$ cat src/rtl/irq_pkg.sv
package irq_pkg;
    localparam int NCH   = 2;
    localparam int NBITS = 8;
    localparam int CH_STRIDE = 4;

    // position of each event inside a channel's nibble
    localparam int OFS_TX  = 0;
    localparam int OFS_RX  = 1;
    localparam int OFS_BRK = 2;

    // shared bits
    localparam int POS_TMR = 3;
    localparam int POS_INP = 7;

    typedef logic [NBITS-1:0] stat_t;

    typedef struct packed {
        logic brk;
        logic rx;
        logic tx;
    } chan_vec_t;

    function automatic int chan_pos(input int ch, input int ofs);
        return ch * CH_STRIDE + ofs;
    endfunction
endpackage

$ cat src/rtl/irq_chan_decode.sv
module irq_chan_decode (
    input  logic                 tx_evt,
    input  logic                 rx_evt,
    input  logic                 brk_evt,
    input  logic                 tx_wr,
    input  logic                 rx_rd,
    input  logic                 rx_more,
    input  logic                 brk_cmd,
    output irq_pkg::chan_vec_t   set_o,
    output irq_pkg::chan_vec_t   clr_o
);
    always_comb begin
        set_o.tx  = tx_evt;
        set_o.rx  = rx_evt;
        set_o.brk = brk_evt;
        clr_o.tx  = tx_wr;
        clr_o.rx  = rx_rd & ~rx_more;
        clr_o.brk = brk_cmd;
    end
endmodule

$ cat src/rtl/irq_status_reg.sv
module irq_status_reg #(
    parameter int W = 8
) (
    input  logic         clk,
    input  logic         rst,
    input  logic [W-1:0] set_i,
    input  logic [W-1:0] clr_i,
    output logic [W-1:0] q
);
    always_ff @(posedge clk) begin
        if (rst) q <= '0;
        else     q <= (q & ~clr_i) | set_i;
    end

    for (genvar i = 0; i < W; i++) begin : g_chk
        p_set_wins_r9: assert property (@(posedge clk) disable iff (rst)
            set_i[i] |=> q[i]);
        p_hold_r2: assert property (@(posedge clk) disable iff (rst)
            (!set_i[i] && !clr_i[i]) |=> (q[i] == $past(q[i])));
        p_clear_r12: assert property (@(posedge clk) disable iff (rst)
            (clr_i[i] && !set_i[i]) |=> !q[i]);
    end
endmodule

$ cat src/rtl/irq_mask_gate.sv
module irq_mask_gate #(
    parameter int W = 8
) (
    input  logic         clk,
    input  logic         rst,
    input  logic         we,
    input  logic [W-1:0] wdata,
    input  logic [W-1:0] stat_i,
    output logic [W-1:0] mask_q,
    output logic         irq_n
);
    always_ff @(posedge clk) begin
        if (rst)     mask_q <= '0;
        else if (we) mask_q <= wdata;
    end

    assign irq_n = ~|(stat_i & mask_q);

    p_mask_load_r11: assert property (@(posedge clk) disable iff (rst)
        we |=> (mask_q == $past(wdata)));
    p_mask_hold_r11: assert property (@(posedge clk) disable iff (rst)
        !we |=> $stable(mask_q));
endmodule

$ cat src/rtl/irq_status_hub.sv
module irq_status_hub (
    input  logic       clk,
    input  logic       rst,
    input  logic [1:0] evt_tx_rdy,
    input  logic [1:0] evt_rx_rdy,
    input  logic [1:0] evt_brk_chg,
    input  logic       evt_tmr_rdy,
    input  logic       evt_in_chg,
    input  logic [1:0] acc_tx_write,
    input  logic [1:0] acc_rx_read,
    input  logic [1:0] acc_rx_more,
    input  logic [1:0] cmd_brk_ack,
    input  logic       cmd_tmr_stop,
    input  logic       acc_in_chg_read,
    input  logic       intack,
    input  logic       mask_we,
    input  logic [7:0] mask_wdata,
    output logic [7:0] stat,
    output logic [7:0] mask,
    output logic       irq_n
);
    import irq_pkg::*;

    stat_t set_v, clr_v;
    chan_vec_t ch_set [NCH];
    chan_vec_t ch_clr [NCH];

    for (genvar c = 0; c < NCH; c++) begin : g_ch
        irq_chan_decode i_dec (
            .tx_evt  (evt_tx_rdy[c]),
            .rx_evt  (evt_rx_rdy[c]),
            .brk_evt (evt_brk_chg[c]),
            .tx_wr   (acc_tx_write[c]),
            .rx_rd   (acc_rx_read[c]),
            .rx_more (acc_rx_more[c]),
            .brk_cmd (cmd_brk_ack[c]),
            .set_o   (ch_set[c]),
            .clr_o   (ch_clr[c])
        );
    end

    always_comb begin
        set_v = '0;
        clr_v = '0;
        for (int c = 0; c < NCH; c++) begin
            set_v[chan_pos(c, OFS_TX)]  = ch_set[c].tx;
            set_v[chan_pos(c, OFS_RX)]  = ch_set[c].rx;
            set_v[chan_pos(c, OFS_BRK)] = ch_set[c].brk;
            clr_v[chan_pos(c, OFS_TX)]  = ch_clr[c].tx;
            clr_v[chan_pos(c, OFS_RX)]  = ch_clr[c].rx;
            clr_v[chan_pos(c, OFS_BRK)] = ch_clr[c].brk;
        end
        set_v[POS_TMR] = evt_tmr_rdy;
        clr_v[POS_TMR] = cmd_tmr_stop;
        set_v[POS_INP] = evt_in_chg;
        clr_v[POS_INP] = acc_in_chg_read;
    end

    irq_status_reg #(.W(NBITS)) i_stat (
        .clk   (clk),
        .rst   (rst),
        .set_i (set_v),
        .clr_i (clr_v),
        .q     (stat)
    );

    irq_mask_gate #(.W(NBITS)) i_mask (
        .clk    (clk),
        .rst    (rst),
        .we     (mask_we),
        .wdata  (mask_wdata),
        .stat_i (stat),
        .mask_q (mask),
        .irq_n  (irq_n)
    );

    p_reset_r1: assert property (@(posedge clk)
        rst |=> (stat == '0 && mask == '0 && irq_n));
    // acknowledge alone never drops a bit
    p_ack_keeps_r8: assert property (@(posedge clk) disable iff (rst)
        (intack && clr_v == '0) |=> (($past(stat) & ~stat) == '0));
    p_rx_keep_r4: assert property (@(posedge clk) disable iff (rst)
        (acc_rx_read[0] && acc_rx_more[0] && stat[1]) |=> stat[1]);
    p_brk_only_cmd_r5: assert property (@(posedge clk) disable iff (rst)
        (stat[2] && !cmd_brk_ack[0]) |=> stat[2]);
endmodule

$ cat config.mk
export PLATFORM = sky130hd
export DESIGN_NAME = irq_status_hub
export DESIGN_NICKNAME = d
export VERILOG_FILES = /design/src/rtl/irq_pkg.sv /design/src/rtl/irq_chan_decode.sv /design/src/rtl/irq_status_reg.sv /design/src/rtl/irq_mask_gate.sv /design/src/rtl/irq_status_hub.sv
export SDC_FILE = /design/constraint.sdc
export NUM_CORES = 1
export LEC_CHECK = 0
export ABC_AREA = 0
export ABC_CLOCK_PERIOD_IN_PS = 800
export BUFFER_PORTS_ARGS = -buffer_cell sky130_fd_sc_hd__buf_2
export CAP_MARGIN = 20
export CORE_MARGIN = 4
export CORE_UTILIZATION = 33
export DETAILED_ROUTE_END_ITERATION = 8
export GPL_ROUTABILITY_DRIVEN = 0
export PLACE_DENSITY = 0.81
export REMOVE_ABC_BUFFERS = 1
export SLEW_MARGIN = 20
export SYNTH_ARGS = -nofsm -noshare
export SYNTH_HDL_FRONTEND = slang
export SYNTH_SLANG_ARGS = --single-unit
$ cat constraint.sdc
create_clock -name clk -period 0.8 [get_ports clk]
set_clock_uncertainty 0.1 [all_clocks]
set_input_delay 0.16 -clock clk [delete_from_list [all_inputs] [get_ports clk]]
set_output_delay 0.16 -clock clk [all_outputs]
set_load 0.01 [all_outputs]
# ---- Word-level counts from Yosys, hierarchy flattened
# Cells that the tools add are included.
dict set report word_totals {
  in_bits 30
  output_inout_bits 17
  regBits 16
  elab_cells 12
}
dict set report classes {
  reduce_logical 2
  n_bitwise 8
}
# cell count
set ops {}
lappend ops {{8-bit AND} 2}
lappend ops {{8-bit inverter} 1}
lappend ops {{8-bit OR} 1}
lappend ops {{8-bit OR reduction} 1}
lappend ops {{1-bit AND} 2}
lappend ops {{1-bit inverter} 2}
lappend ops {{1-bit zero test} 1}

# ---- Logic depth before layout (Yosys ltp)
dict set report depth {
  ltp_word 5
  mapped_depth 3
  ltp_nobuf 3
}

# ---- Modules after synthesis
# From an unflattened synthesis, not the netlist that was laid out.
dict set report unflattened {
  cells_unflattened 76
  area_unflattened_um2 808.3
}
# mod instances cells_per_inst area_each_um2 seq_area_each_um2
set modules_own_cells {}
lappend modules_own_cells {irq_status_reg 1 33 381.6 160.2}
lappend modules_own_cells {irq_mask_gate 1 31 324.1 160.2}
lappend modules_own_cells {irq_chan_decode 2 6 51.3 0.0}

# ---- Least setup slack after synthesis
# OpenSTA, ideal clock, no wires.
dict set report synth_timing {
  kind {register to output}
  from {register i_stat.q[6]}
  to {output port irq_n}
  stages_incl_launch_ff 3
  t_arrival_ns 0.744
  setup_slack_ns -0.204
  required_time_ns 0.540
  cell_sequence {dfxtp_1 a22oi_1 and4_1}
}
dict set report synth_via {
  elab_chain_len 3
}
# element line_no
set synth_rtl {}
lappend synth_rtl {{start: declaration} irq_status_reg.sv:8} ;# output logic [W-1:0] q
lappend synth_rtl {{start signal: assignment} irq_status_reg.sv:12} ;# else q <= (q & ~clr_i) | set_i;
lappend synth_rtl {{8-bit AND} irq_mask_gate.sv:17} ;# assign irq_n = ~|(stat_i & mask_q);
lappend synth_rtl {{8-bit OR reduction} irq_mask_gate.sv:17}
lappend synth_rtl {{1-bit zero test} irq_mask_gate.sv:17}
lappend synth_rtl {{end: declaration} irq_status_hub.sv:20} ;# output logic irq_n
# No other way between the ends.

# ---- Worst setup path after layout
dict set report layout_timing {
  from {register i_mask.mask_q[1]}
  to {output port irq_n}
}
dict set report layout_via {
  elab_chain_len 3
}
# element line_no
set layout_rtl {}
lappend layout_rtl {{start: declaration} irq_mask_gate.sv:9} ;# output logic [W-1:0] mask_q,
lappend layout_rtl {{start signal: assignment} irq_mask_gate.sv:14} ;# else if (we) mask_q <= wdata;
lappend layout_rtl {{8-bit AND} irq_mask_gate.sv:17}
lappend layout_rtl {{8-bit OR reduction} irq_mask_gate.sv:17}
lappend layout_rtl {{1-bit zero test} irq_mask_gate.sv:17}
# No other way between the ends.

==> flow_summary.toml <==
[timing]
whs_ns = -0.0133
max_freq_mhz = 731
grt_setup_unrepaired = "true"
setup_viol = 27
slew_headroom_pct = 81.3
min_period_ns = 1.37
slew_violations = 0
period_share_pct = 171
final_hold_viol_count = 7
fin_ws_ns = -0.567
tightest_slew_ns = 0.280

[clocking]
cts_tree = "yes"
clockBufferDepth = 2
cts.sinks = 16
cts_max_level = 1
clk-insertion-delay-late_ns = 0.28
cts.clk_slew.worst_paths_ns = 0.09
cts-buffers-inserted = 3
cts-root-buf = "clkbuf_4"

[drt]
routed_via_density = 4.52
drc = 0
routed_wl_um = 1850
vias = 691
antenna_left = 0
drt_iter0_markers = 6
first_pass_iters = 4
drt-wirelength-per-cell_um = 12.1

[critical_path]
crit_buf_inv = 1
cpLargestDelayFamily = "flip-flops"
path_class = "reg2out"
crit_path_start_kind = "flip-flop"
cp_slowest_stage_delay_ns = 0.34
cp.arrival_ns = 1.11
cp_max_fo = 2
cp_cell_sequence = "a22oi_2 -> and4_1 -> buf_2"
critPathSlowestCell = "dfxtp_2"
crit_path_end_kind = "output pin"
required_ns = 0.54

[synthesis]
ys_seq_elements = 16
yosysTopAreaCell = "dfxtp_1"
syn_area_um2 = 602
synth_cell_types = 10
yosysTopAreaCellShare_pct = 53.2
yosys-top-cells-area = "dfxtp_1, mux2i_1, nor2_1"
synth_cells = 64
syn_avg_cell_area_um2 = 9.40
yosys_warnings = 0
ys_seq_area_share_pct = 53.2

[placement]
portBuffers = 45
dp.cells = 141
dp_hpwl_um = 1310

[floorplanning]
die_w_um = 50.7
core_mm2 = 0.00173
io_pins = 47
initial_core_util_pct = 34.9
die_h_um = 50.7
die-area_mm2 = 0.00257
rows = 15

[pwr]
p_int_w = 0.00143
pwr-share-seq_pct = 47.4
p_leak_nw = 0.612
p_sw_w = 0.000465
switching_share_pct = 24.5
ir_drop_mv = 0.917
p_clk_share_pct = 27.7
p_comb_share_pct = 24.9
power.density_mw_per_mm2 = 1550

[run_status]
outcome = "finished, violations left"
violations = "negative hold slack, negative setup slack"

[cells_and_area]
layout.nets = 159
final_common_cell = "buf_6"
insertedDiodeCount = 0
final_cell_count_no_fill = 153
post-route-util_pct = 70.6
layout_common_cells = "buf_6, buf_2, nor2_1, dfxtp_2, mux2i_1"
drive_gt1_share_pct = 71.9
area_growth_pct = 102

[global_route]
grt_usage_pct = 15.5
grt_first_pass_wirelength_um = 2960
grt-ovfl-total = 0
antenna_found_initial = 0
grt_max_degree = 17
grt_pass1_vias = 726

[worst_hold_path]
min_path_type = "in2reg"

[run]
maxCapViolations = 0
[state kept, by name, summed over array words and instances (netlist names)]
signal,count
i_stat.q,8
i_mask.mask_q,8
[worst paths after layout]
kind | from | endpoint | slack (ns) | cells after the start
min reg2reg | i_stat.q[1] | i_stat.q[1] | 0.43 | 2
max | i_mask.mask_q[1] | irq_n | -0.57 | 3
max reg2reg | i_stat.q[4] | i_stat.q[4] | -0.23 | 5
min | evt_rx_rdy[1] | i_stat.q[5] | -0.01 | 3
[power groups by stage]
stage / Clock [W] / Sequential, W / Combinational [W]
2_1_floorplan: 0 / 0.000923 / 0.0000819
3_3_place_gp: 0 / 0.000891 / 0.000305
3_5_place_dp: 0 / 0.000894 / 0.000315
4_1_cts: 0.000536 / 0.000897 / 0.000437
5_1_grt: 0.000575 / 0.000904 / 0.000515
6_report: 0.000525 / 0.000898 / 0.000472
[per-stage QoR]
| stage | power (W) | hold WS [ns] | instance area (µm²) | setup slack [ns] | TNS (ns) |
|---|---|---|---|---|---|
| floorplan | 0.00100 | 0.132 | 574 | -0.204 | -0.204 |
| global placement | 0.00120 | 0.261 | 906 | -0.292 | -1.00 |
| detailed placement | 0.00121 | 0.273 | 906 | -0.294 | -1.55 |
| CTS | 0.00187 | -0.0178 | 1160 | -0.577 | -5.57 |
| global route | 0.00199 | -0.00547 | 1220 | -0.654 | -7.14 |
| finish | 0.00189 | -0.0133 | 1220 | -0.567 | -6.15 |
[metal layers]
metal,GRT usage [%],up-vias,routed length [µm]
met2,29.3,31,1010
met3,2.08,4,122
met1,16.3,317,691
met4,8.07,0,22
met5,0,-,0
li1,-,339,-
[worst register-to-register path: stages, from the launching register on]
cell,delay (ns)
dfxtp_2,0.33
buf_4,0.13
buf_6,0.10
buf_6,0.11
a21oi_2,0.11
nor2_1,0.05
[kinds of logic (layout without fill, tap and decap cells)]
group / Yosys count / after routing / synth area share, %
and+or+nand+nor: 19 / 19 / 13.5
DFF: 16 / 16 / 53.2
AOI/OAI and AO/OA: 12 / 12 / 11.6
buffers and inverters: 9 / 73 / 8.31
muxes: 8 / 8 / 13.3
[cell type report]
type | instances | area [µm²]
Timing Repair Buffer | 63 | 520
Fill cell | 145 | 508
Sequential cell | 16 | 340
Multi-Input combinational cell | 39 | 268
Clock buffer | 4 | 36.3
Tap cell | 25 | 31.3
Inverter | 6 | 22.5
[Yosys cell counts]
cell type   n
inv_1       6
nor2_1     16
clkbuf_2    1
buf_6       2
nand2b_1    2
dfxtp_1    16
a21oi_1     8
mux2i_1     8
and4_1      1
a22oi_1     4
[timing repair]
item	in CTS	in global routing
gates cloned	0	0
setup buffers	6	6
hold endpoints to repair	7	3
resized for setup	52	6
endpoints found under the setup margin	27	28
pin swaps	2	6
Power figures use the tool's default switching activity.
